===== src/rtl/alu_pkg.sv =====
package alu_pkg;

   typedef enum logic [2:0] {
      FN_ADD = 3'b000,
      FN_SUB = 3'b001,
      FN_AND = 3'b010,
      FN_OR  = 3'b011,
      FN_RLC = 3'b100
   } alu_fn_e;

   typedef struct packed {
      logic carry;
      logic dcarry;
      logic zero;
      logic ovf;
   } alu_flags_t;

   localparam alu_flags_t FLAGS_CLEAR = '{carry: 1'b0, dcarry: 1'b0, zero: 1'b0, ovf: 1'b0};

   function automatic logic fn_is_arith(input logic [2:0] fn);
      return (fn == FN_ADD) || (fn == FN_SUB);
   endfunction

endpackage


===== src/rtl/alu_adder.sv =====
module alu_adder #(
   parameter int WIDTH  = 8,
   parameter int NIB    = 4,
   parameter bit RIPPLE = 1'b1
) (
   input  logic [WIDTH-1:0] a_i,
   input  logic [WIDTH-1:0] b_i,
   input  logic             sub_i,
   input  logic             cin_i,
   output logic [WIDTH-1:0] sum_o,
   output logic             cout_o,
   output logic             c_msb_in_o,
   output logic             c_nib_o
);

   logic [WIDTH-1:0] addend;
   logic             c0;

   assign addend = sub_i ? ~b_i : b_i;
   assign c0     = sub_i ? 1'b1 : cin_i;

   generate
      if (RIPPLE) begin : g_ripple
         logic [WIDTH:0] cy;
         assign cy[0] = c0;
         for (genvar i = 0; i < WIDTH; i++) begin : g_bit
            assign sum_o[i]  = a_i[i] ^ addend[i] ^ cy[i];
            assign cy[i+1]   = (a_i[i] & addend[i]) | (cy[i] & (a_i[i] ^ addend[i]));
         end
         assign cout_o     = cy[WIDTH];
         assign c_msb_in_o = cy[WIDTH-1];
         assign c_nib_o    = cy[NIB];
      end else begin : g_wide
         logic [WIDTH:0] full;
         assign full       = {1'b0, a_i} + {1'b0, addend} + (WIDTH+1)'(c0);
         assign sum_o      = full[WIDTH-1:0];
         assign cout_o     = full[WIDTH];
         // carry into a bit is recovered from the sum bit and both addend bits
         assign c_msb_in_o = full[WIDTH-1] ^ a_i[WIDTH-1] ^ addend[WIDTH-1];
         assign c_nib_o    = full[NIB] ^ a_i[NIB] ^ addend[NIB];
      end
   endgenerate

endmodule


===== src/rtl/alu_logic.sv =====
module alu_logic
   import alu_pkg::*;
#(
   parameter int WIDTH = 8
) (
   input  logic [2:0]       fn_i,
   input  logic [WIDTH-1:0] a_i,
   input  logic [WIDTH-1:0] b_i,
   input  logic             cin_i,
   output logic [WIDTH-1:0] res_o,
   output logic             shout_o
);

   assign shout_o = b_i[WIDTH-1];

   always_comb begin
      case (fn_i)
         FN_AND:  res_o = a_i & b_i;
         FN_OR:   res_o = a_i | b_i;
         FN_RLC:  res_o = {b_i[WIDTH-2:0], cin_i};
         default: res_o = b_i;
      endcase
   end

endmodule


===== src/rtl/alu_flag_reg.sv =====
module alu_flag_reg
   import alu_pkg::*;
(
   input  logic       clk,
   input  logic       rst_n,
   input  logic       en_i,
   input  alu_flags_t next_i,
   output alu_flags_t q_o
);

   always_ff @(posedge clk or negedge rst_n) begin
      if (!rst_n)    q_o <= FLAGS_CLEAR;
      else if (en_i) q_o <= next_i;
   end

   assert_flags_hold_R10: assert property (@(posedge clk) disable iff (!rst_n)
      !en_i |=> $stable(q_o));

endmodule


===== src/rtl/alu_flagged_core.sv =====
module alu_flagged_core
   import alu_pkg::*;
#(
   parameter int WIDTH  = 8,
   parameter int NIB    = 4,
   parameter bit RIPPLE = 1'b1
) (
   input  logic             clk,
   input  logic             rst_n,
   input  logic [WIDTH-1:0] wreg_i,
   input  logic [WIDTH-1:0] freg_i,
   input  logic [2:0]       func_i,
   input  logic             carry_in_i,
   input  logic             dest_i,
   input  logic             flag_en_i,
   output logic [WIDTH-1:0] result_o,
   output logic             wreg_we_o,
   output logic             freg_we_o,
   output logic             carry_o,
   output logic             dcarry_o,
   output logic             zero_o,
   output logic             ovf_o
);

   localparam int MSB = WIDTH - 1;

   generate
      if (WIDTH < NIB + 2) begin : g_bad_width
         $error("alu_flagged_core: WIDTH must exceed NIB by at least two");
      end
      if (NIB < 1) begin : g_bad_nib
         $error("alu_flagged_core: NIB must be positive");
      end
   endgenerate

   logic [WIDTH-1:0] sum, lres;
   logic             cout, c_msb_in, c_nib, shout;
   alu_flags_t       flags_q, flags_d;

   alu_adder #(.WIDTH(WIDTH), .NIB(NIB), .RIPPLE(RIPPLE)) u_adder (
      .a_i        (wreg_i),
      .b_i        (freg_i),
      .sub_i      (func_i == FN_SUB),
      .cin_i      (carry_in_i),
      .sum_o      (sum),
      .cout_o     (cout),
      .c_msb_in_o (c_msb_in),
      .c_nib_o    (c_nib)
   );

   alu_logic #(.WIDTH(WIDTH)) u_logic (
      .fn_i    (func_i),
      .a_i     (wreg_i),
      .b_i     (freg_i),
      .cin_i   (carry_in_i),
      .res_o   (lres),
      .shout_o (shout)
   );

   assign result_o  = fn_is_arith(func_i) ? sum : lres;
   assign freg_we_o = dest_i;
   assign wreg_we_o = ~dest_i;

   always_comb begin
      flags_d      = flags_q;
      flags_d.zero = (result_o == '0);
      if (fn_is_arith(func_i)) begin
         flags_d.carry  = cout;
         flags_d.dcarry = c_nib;
         flags_d.ovf    = c_msb_in ^ cout;
      end else if (func_i == FN_RLC) begin
         flags_d.carry  = shout;
      end
   end

   alu_flag_reg u_flags (
      .clk    (clk),
      .rst_n  (rst_n),
      .en_i   (flag_en_i),
      .next_i (flags_d),
      .q_o    (flags_q)
   );

   assign carry_o  = flags_q.carry;
   assign dcarry_o = flags_q.dcarry;
   assign zero_o   = flags_q.zero;
   assign ovf_o    = flags_q.ovf;

   assert_add_sum_R1: assert property (@(posedge clk) disable iff (!rst_n)
      (func_i == FN_ADD) |-> result_o == WIDTH'(wreg_i + freg_i + WIDTH'(carry_in_i)));

   assert_rot_carry_R4: assert property (@(posedge clk) disable iff (!rst_n)
      (flag_en_i && func_i == FN_RLC) |=> carry_o == $past(freg_i[MSB]));

   assert_zero_flag_R6: assert property (@(posedge clk) disable iff (!rst_n)
      (flag_en_i && result_o == '0) |=> zero_o);

   assert_add_ovf_R8: assert property (@(posedge clk) disable iff (!rst_n)
      (flag_en_i && func_i == FN_ADD && wreg_i[MSB] == freg_i[MSB] && result_o[MSB] != wreg_i[MSB])
      |=> ovf_o);

   assert_logic_keep_R9: assert property (@(posedge clk) disable iff (!rst_n)
      (flag_en_i && (func_i == FN_AND || func_i == FN_OR)) |=> (carry_o == $past(carry_o)) && (ovf_o == $past(ovf_o)));

   assert_dest_R11: assert property (@(posedge clk) disable iff (!rst_n)
      $countones({wreg_we_o, freg_we_o}) == 1);

endmodule


===== config.mk =====
export PLATFORM = sky130hd
export DESIGN_NAME = alu_flagged_core
export DESIGN_NICKNAME = d
export VERILOG_FILES = /design/src/rtl/alu_pkg.sv /design/src/rtl/alu_adder.sv /design/src/rtl/alu_logic.sv /design/src/rtl/alu_flag_reg.sv /design/src/rtl/alu_flagged_core.sv
export SDC_FILE = /design/constraint.sdc
export NUM_CORES = 1
export LEC_CHECK = 0
export ABC_AREA = 1
export CELL_PAD_IN_SITES_DETAIL_PLACEMENT = 1
export CELL_PAD_IN_SITES_GLOBAL_PLACEMENT = 1
export CORE_AREA = 5 5 63 65
export DETAILED_ROUTE_END_ITERATION = 10
export DIE_AREA = 0 0 68 70
export GPL_TIMING_DRIVEN = 0
export PLACE_DENSITY_LB_ADDON = 0.1
export SKIP_LAST_GASP = 1
export SYNTH_ARGS = -nofsm -noshare
export SYNTH_HDL_FRONTEND = slang
export SYNTH_SLANG_ARGS = --single-unit
export TNS_END_PERCENT = 100

===== constraint.sdc =====
create_clock -name clk -period 8.5 [get_ports clk]
set_input_delay 0.85 -clock clk [delete_from_list [all_inputs] [get_ports clk]]
set_output_delay 0.85 -clock clk [all_outputs]
set_load 0.03 [all_outputs]

[Word level (Yosys, flattened, before mapping)]
Cells that the tools add are included.
Storage, ports and cells
  bits in registers: 4
  output and inout port bits: 14
Cells by class
  equality and inequality tests: 4
  multiplexer cells: 6
  bitwise logic cells: 45
  reductions and logical operators: 6
Operators with widths (number)
  8-bit case mux with 3 select lines: 1
  1-bit XOR: 17
  1-bit bitwise AND: 16
  8-bit two-way mux: 2
  8-bit bitwise AND: 1
  8-bit zero test: 1
  8-bit inverter: 1
  1-bit OR: 8
  8-bit OR: 1
  3-bit by 2-bit equality test with 1-bit output, second input constant: 2
  2-bit AND reduction: 2
  3-bit by 1-bit equality test with 1-bit output, second input constant: 1
  3-bit equality test, second input constant: 1
  3-bit zero test: 1
  1-bit two-way mux: 3
  2-bit nonzero test: 1
  1-bit logical OR: 1
  1-bit inverter: 1

[Logic depth before layout (Yosys ltp)]
Gate-level depths: netlist of run 1.
  depth in word-level cells: 20
  mapped depth: 23
  mapped depth without buffers: 21

[By module]
Synthesis of run 1 repeated with hierarchy kept, for this count alone.
Second synthesis, totals
  cells, all modules: 205
  area total of the unflattened synthesis: 1169.9 um^2
Modules (own cells, without submodules)
  alu_logic: times used 1, cells each 81, area an instance 385.4 um^2, seq. area each 0.0 um^2
  alu_adder: times used 1, cells each 57, area an instance 354.1 um^2, seq. area each 0.0 um^2
  alu_flagged_core: times used 1, cells each 50, area an instance 281.5 um^2, seq. area each 0.0 um^2
  alu_flag_reg: times used 1, cells each 17, area an instance 148.9 um^2, seq. area each 100.1 um^2

[Least setup slack after synthesis of run 1]
No wires, ideal clock.
  kind: input to output
  start point: in func_i[2]
  end point: out result_o[7]
  arrival time: 4.709 ns
  data required time: 7.650 ns
  slack: 2.941 ns
  stages: 20
  cell sequence: buf_6 clkinv_4 nand3_4 buf_12 xor2_1 fa_1 inv_1 fa_1 fa_1 fa_1 inv_1 fa_1 inv_1 fa_1 fa_1 inv_1 fa_1 or2_0 nand2_1 inv_1
Between the ends
  word-level cells in the longest chain between the ends: 19
  elaborated cells between the ends (all ways): 40
Ends and longest elaborated chain
  from (decl): line alu_flagged_core.sv:12  | input logic [2:0] func_i,
  3-bit by 1-bit equality test with 1-bit output (*): line alu_flagged_core.sv:43  | .sub_i (func_i == FN_SUB),
  8-bit two-way mux: line alu_adder.sv:19  | assign addend = sub_i ? ~b_i : b_i;
  1-bit XOR: line alu_adder.sv:28  | assign cy[i+1] = (a_i[i] & addend[i]) | (cy[i] & (a_i[i] ^ addend[i]));
  1-bit bitwise AND: line alu_adder.sv:28
  1-bit OR: line alu_adder.sv:28
  1-bit bitwise AND: line alu_adder.sv:28
  1-bit OR: line alu_adder.sv:28
  1-bit bitwise AND: line alu_adder.sv:28
  [... 3 more ...]
  net c_nib: line alu_flagged_core.sv:37  | logic cout, c_msb_in, c_nib, shout;
  1-bit bitwise AND (*): line alu_adder.sv:28
  1-bit OR (*): line alu_adder.sv:28
  1-bit bitwise AND (*): line alu_adder.sv:28
  1-bit OR (*): line alu_adder.sv:28
  1-bit bitwise AND (*): line alu_adder.sv:28
  1-bit OR (*): line alu_adder.sv:28
  1-bit XOR (*): line alu_adder.sv:27  | assign sum_o[i] = a_i[i] ^ addend[i] ^ cy[i];
  8-bit two-way mux (*): line alu_flagged_core.sv:60  | assign result_o = fn_is_arith(func_i) ? sum : lres;
  to (decl): line alu_flagged_core.sv:16  | output logic [WIDTH-1:0] result_o,
The timed path passes the listed nets; every way through them passes the cells marked *.

[Worst setup path in the final report of run 1]
  start point: in func_i[1]
  end point: out result_o[7]
The elaborated chain is that of the path after synthesis.

==> out/metrics.yaml, run 1 <==
global_route:
  grt_pass1_wl_mm: 5.740
  grt_max_degree: 11
  grt_antenna_before_repair: 0
  track_usage_pct: 15.34
  grt_pass1_vias: 1326
  grt_overflow: 0
yosys:
  synth_top_family_by_area: "simple AND/OR/NAND/NOR gates"
  ys_seq_area_share_pct: 9.412
  synth_compound_area_share_pct: 6.824
  syn_avg_cell_area_um2: 6.293
  syn_nets: 201
  synth_adder_area_share_pct: 15.06
  synthMuxAreaShare_pct: 0
  synthSimpleGateAreaFrac_pct: 43.53
  synth_cells: 169
  synth_seq_cells: 4
  ys_warn_count: 0
  synthXorXnorAreaFrac_pct: 7.412
  synthDistinctLibCells: 31
  synth_area_um2: 1064
critical_path:
  path_class: "input pin to primary output"
  regToRegSetupSlack_ns: 7.82
  r2r-start: "u_flags.q_o[3]"
  cp-start-kind: "input pin"
  end_kind: "primary output"
  ff2ff_path_depth: 2
  cp_data_required_time_ns: 7.65
  path_max_fanout: 10
  worstPathArrival_ns: 6.14
  r2r-end: "u_flags.q_o[3]"
timing:
  drv_slew: 0
  fmax_mhz: 143.0
  period_share_pct: 82.24
  setup_viol: 0
  period_needed_ns: 6.991
  rsz0062_at_grt: "no"
  tightest_slew_ns: 0.4437
  maxSlewHeadroom_pct: 70.39
  final-hold-violation-count: 0
  whs_ns: 0.4833
  fin_tns_setup_ns: 0
  clock_skew_ns: 0
clocking:
  clk_pin_slew_ns: 0.04
  clock_path_buffers: 2
  post_cts_resized: 0
  hold_buffers: 0
  clock_sinks: 4
  postCtsSetupBuffers: 0
  cts_buffers: 3
  worstSkewPairLatency_ns: 0.23
  cts_tree: "done"
  root_buffer: "clkbuf_4"
  h-tree-depth: 1
status:
  status: "complete, no violations"
drt:
  drt_drc_violations_left: 0
  routed_wl_mm: 3.381
  ant_nets: 0
  drtIter0Drc: 27
  vias_per_cell: 4.672
  firstDrtPassIters: 4
  routedWlPerCell_um: 13.36
  via_count: 1182
power:
  power.switching_mw: 0.07600
  p_comb_share_pct: 70.3
  p_clk_share_pct: 14.7
  p_leak_nw: 0.7482
  swShare_pct: 46.42
  intPower_mw: 0.08773
  max-vdd-ir-drop_mv: 0.08613
  power.density_nw_per_um2: 109.6
  seqPwrFrac_pct: 15.0
  p_total_mw: 0.1637
floorplanning:
  placement_rows: 21
  boundaryPins: 38
  core_um2: 3284
  fp.dieArea_um2: 4760
  start_util_pct: 32.38
  fp.dieW_um: 68
  fp.dieH_um: 70
cells_and_area:
  layout.nets: 241
  reg_top3: "u_flags.q_o x4"
  drive_above_1_share_pct: 10.14
  fillers: 454
  syn_to_final_growth_pct: 40.47
  n_antenna_cell: 0
  stdcell_count: 253
  largest_register: "u_flags.q_o"
  stdcell_area_um2: 1494
  largest_register_ff_count: 4
min_path:
  min_path_cells: 2
  min_from: "u_flags.q_o[1]"
  whs_endpoint: "u_flags.q_o[1]"
  worstHoldPathType: "flop to flop"
placed_design:
  dp_cells: 250
  dpl_cell_area_um2: 1471
  io_buffers: 35
  gp_congestion: 0.7818
  hpwl_mm: 2.853
job:
  max-cap-violations: 0
## critical path, cell delays in order
cell             delay, ns
clkdlybuf4s50_1       0.61
inv_2                 0.10
nand3_4               0.07
buf_12                0.15
xor2_1                0.23
fa_1                  0.21
inv_1                 0.05
fa_1                  0.41
fa_1                  0.40
fa_1                  0.46
inv_1                 0.11
fa_1                  0.17
inv_1                 0.05
fa_1                  0.40
fa_1                  0.42
inv_1                 0.09
fa_1                  0.41
or2_0                 0.23
nand2_1               0.09
inv_1                 0.04
clkdlybuf4s50_1       0.58
## placed cells by master, fill, tap and decap left out, types with 3 or more instances in the layout
| cell | n |
|---|---|
| nand2_1 | 50 |
| o21ai_0 | 3 |
| buf_6 | 3 |
| fa_1 | 8 |
| nor2_1 | 17 |
| nand3_1 | 16 |
| a21oi_1 | 7 |
| clkdlybuf4s50_1 | 35 |
| xor2_1 | 8 |
| inv_1 | 29 |
| dfrtp_1 | 4 |
| clkbuf_4 | 3 |
## per-layer routing
metal,up-vias,track usage [%],part of all wire [%]
li1,589,-,-
met1,560,19.32,44
met2,29,26.12,50
met3,4,1.763,4.8
met4,0,5.519,1.5
met5,-,0,0
## worst max path at each step
stage,start,to,slack [ns]
final,func_i[1],result_o[7],1.51
after global routing,func_i[1],result_o[7],1.28
after CTS,func_i[1],result_o[7],1.47
after detailed placement,func_i[1],result_o[7],1.48
after global placement,func_i[1],result_o[7],1.63
after floorplan,func_i[2],result_o[7],2.94
## power groups by stage
stage	clock, mW	sequential, mW	combinational, mW
final	0.0240	0.0246	0.115
after global routing	0.0267	0.0252	0.127
after CTS	0.0263	0.0247	0.117
after detailed placement	0	0.0247	0.116
after global placement	0	0.0247	0.113
after floorplan	0	0.0317	0.0611
## final cells by class
cell class	instances	area (um2)	area share (%)
plain buffers	5	61.31	4.104
clock buffers	3	22.52	1.508
inverters	32	127.6	8.543
multi-input cells	128	774.5	51.84
flip-flops and latches	4	100.1	6.700
well taps	46	57.56	3.853
repair buffers	35	350.3	23.45
## through the flow
step	worst slack (ns)	util (%)
floorplan	2.941	-
global placement	1.631	44.80
detailed placement	1.484	44.80
CTS	1.475	45.49
global route	1.276	45.49
finish	1.509	45.49
## cell families after synthesis
logic type,after synthesis
compound gates,13
xor+xnor,9
fa+ha+maj,8
buf+inv,37
simple gates,98
flops,4
## cell usage after synthesis (all sizes together)
cell type	n	share of area, %
a21oi	8	4.1
a31oi	1	0.59
buf	5	5.8
clkinv	1	0.82
dfrtp	4	9.4
fa	8	15
inv	31	11
nand2	53	21
nand3	18	10
nand3b	1	0.71
nand4	1	0.59
nor2	19	7.6
o211ai	1	0.71
o21ai	3	1.4
or2	6	3.8
xnor2	1	0.82
xor2	8	6.6
Note: power is estimated with default switching activity, not from simulation.
==> run 2, diff against run 1 <==
CORE_AREA = 5 5 69 71   (was 5 5 63 65)
DIE_AREA = 0 0 74 76   (was 0 0 68 70)
clock period = 6.4 ns   (was 8.5 ns; I/O delays follow)
==> run 2 against run 1 <==
Non-clock buffer count is the same. Clock skew unchanged. Wire length fell by 1.4%. Sequential power up 33%. Critical path type unchanged. Combinational power up 31%. Register-to-register slack got worse by 2.1 ns. Total power rose by 44%. Cell area increased by 1.8%. Global-route usage down 2.9 points. Cell count increased by 2.4%. Via count decreased by 3.9%.
==> out/metrics.yaml, run 2 (synthesized netlist as in run 1, its figures left out) <==
timing:
  fmax_mhz: 170.1
  fin_tns_setup_ns: 0
  rsz0062_at_grt: "no"
  setup_viol: 0
  period_share_pct: 91.84
  clock_skew_ns: 0
  layout_setup_ws_ns: 0.5225
  drv_slew: 0
  whs_ns: 0.4771
  maxSlewHeadroom_pct: 69.55
  final-hold-violation-count: 0
  period_needed_ns: 5.878
  tightest_slew_ns: 0.4563
status:
  status: "complete, no violations"
drt:
  drtIter0Drc: 25
  firstDrtPassIters: 2
  drt_drc_violations_left: 0
  vias_per_cell: 4.386
  ant_nets: 0
  via_count: 1136
  routed_wl_mm: 3.334
  routedWlPerCell_um: 12.87
clocking:
  h-tree-depth: 1
  clock_path_buffers: 2
  worstSkewPairLatency_ns: 0.21
  cts_tree: "done"
  clock_sinks: 4
  root_buffer: "clkbuf_8"
  postCtsSetupBuffers: 0
  clk_pin_slew_ns: 0.03
  hold_buffers: 0
  cts_buffers: 3
cells_and_area:
  largest_register: "u_flags.q_o"
  mostFrequentLayoutCells: "50 x nand2_1, 33 x clkdlybuf4s50_1, 29 x inv_1, 17 x nor2_1, 16 x nand3_1"
  stdcell_count: 259
  syn_to_final_growth_pct: 43.06
  layout.nets: 241
  n_antenna_cell: 0
  layout_commonest_cell: "nand2_1"
  fin_util_pct: 36.45
  largest_register_ff_count: 4
  fillers: 541
  reg_top3: "u_flags.q_o x4"
  drive_above_1_share_pct: 10.14
floorplanning:
  fp.dieArea_um2: 5624
  start_util_pct: 25.48
  fp.dieW_um: 74
  core_um2: 4174
  placement_rows: 24
  fp.dieH_um: 76
  boundaryPins: 38
critical_path:
  path_class: "input pin to primary output"
  ff2ff_path_depth: 2
  cp_data_required_time_ns: 5.76
  cp-start-kind: "input pin"
  path_max_fanout: 3
  worstPathArrival_ns: 5.24
  end_kind: "primary output"
job:
  max-cap-violations: 0
placed_design:
  io_buffers: 35
  dp_cells: 256
  gp_congestion: 0.7333
  place_ws_ns: -0.1607
  hpwl_mm: 2.810
power:
  p_leak_nw: 0.7664
  power.density_nw_per_um2: 154.5
  max-vdd-ir-drop_mv: 0.1117
min_path:
  worstHoldPathType: "flop to flop"
  min_path_cells: 2
global_route:
  grt_pass1_vias: 1209
  track_usage_pct: 12.42
  grt_antenna_before_repair: 0
  grt_pass1_wl_mm: 5.609
  grt_max_degree: 11
  grt_overflow: 0
-- run 2: cell types whose count changed in the layout (fill, tap and decap cells not counted) --
cell,before,now
clkbuf_8,0,3
clkdlybuf4s50_1,35,33
clkbuf_4,3,0
dlygate4sd2_1,0,1
dlymetal6s2s_1,0,1
-- run 2: final timing paths --
check                               start  slack (ns)              to
max                             freg_i[0]        0.52     result_o[7]
min                        u_flags.q_o[1]        0.48  u_flags.q_o[1]
max reg2reg                u_flags.q_o[3]        5.70  u_flags.q_o[3]
min reg2reg                u_flags.q_o[1]        0.48  u_flags.q_o[1]
max in group asynchronous           rst_n        5.60  u_flags.q_o[2]
min in group asynchronous           rst_n        0.63  u_flags.q_o[1]
-- run 2: what timing repair did --
item                       CTS  global route
gates resized for setup      1             1
setup endpoints to repair    1             1
gates cloned                 0             0
-- run 2: layout make-up --
type | instances | area (um2) | share of cell area, %
plain buffers | 5 | 61.31 | 4.030
clock buffers | 3 | 41.29 | 2.714
inverters | 32 | 127.6 | 8.388
multi-input cells | 128 | 774.5 | 50.90
flip-flops and latches | 4 | 100.1 | 6.579
well taps | 52 | 65.06 | 4.276
repair buffers | 35 | 351.6 | 23.11
-- run 2: metrics by stage --
step                total power [mW]  cell area (um2)
CTS                           0.2410             1519
global placement              0.1840             1479
global route                  0.2567             1521
finish                        0.2350             1521
floorplan                     0.1233             1064
detailed placement            0.1865             1479
-- run 2: metal layers --
layer / global-route usage, % / part of all wire (%) / up-vias
met5: 0 / 0 / -
met4: 2.717 / 0 / 0
met3: 2.111 / 4.6 / 0
met2: 21.01 / 49 / 22
met1: 16.21 / 46 / 525
li1: - / - / 589
-- run 2: critical path, stage by stage --
cell	delay, ns
clkdlybuf4s50_1	0.50
inv_1	0.07
xor2_1	0.21
fa_1	0.20
inv_1	0.05
fa_1	0.43
fa_1	0.40
fa_1	0.44
inv_1	0.11
fa_1	0.17
inv_1	0.05
fa_1	0.39
fa_1	0.41
inv_1	0.09
fa_1	0.40
or2_0	0.22
nand2_1	0.08
inv_1	0.04
dlygate4sd2_1	0.34
-- run 2: power breakdown --
part           switching, mW  internal [mW]
clock                 0.0117         0.0400
sequential           0.00249         0.0301
combinational         0.0865         0.0643
==> run 3, diff against run 2 <==
CORE_AREA = 5 5 63 65   (was 5 5 69 71)
DIE_AREA = 0 0 68 70   (was 0 0 74 76)
clock period = 7.5 ns   (was 6.4 ns; I/O delays follow)
==> results of run 3 <==
Same layout as run 1 (identical final DEF). Status: complete, no violations.
Among the figures that moved: setup slack after placement 1.484 ns -> 0.6835 ns; setup slack after layout 1.509 ns -> 0.7093 ns; register-to-register setup slack 7.82 ns -> 6.82 ns; total power 0.1637 mW -> 0.1856 mW; worst IR drop on VDD 0.08613 mV -> 0.09761 mV
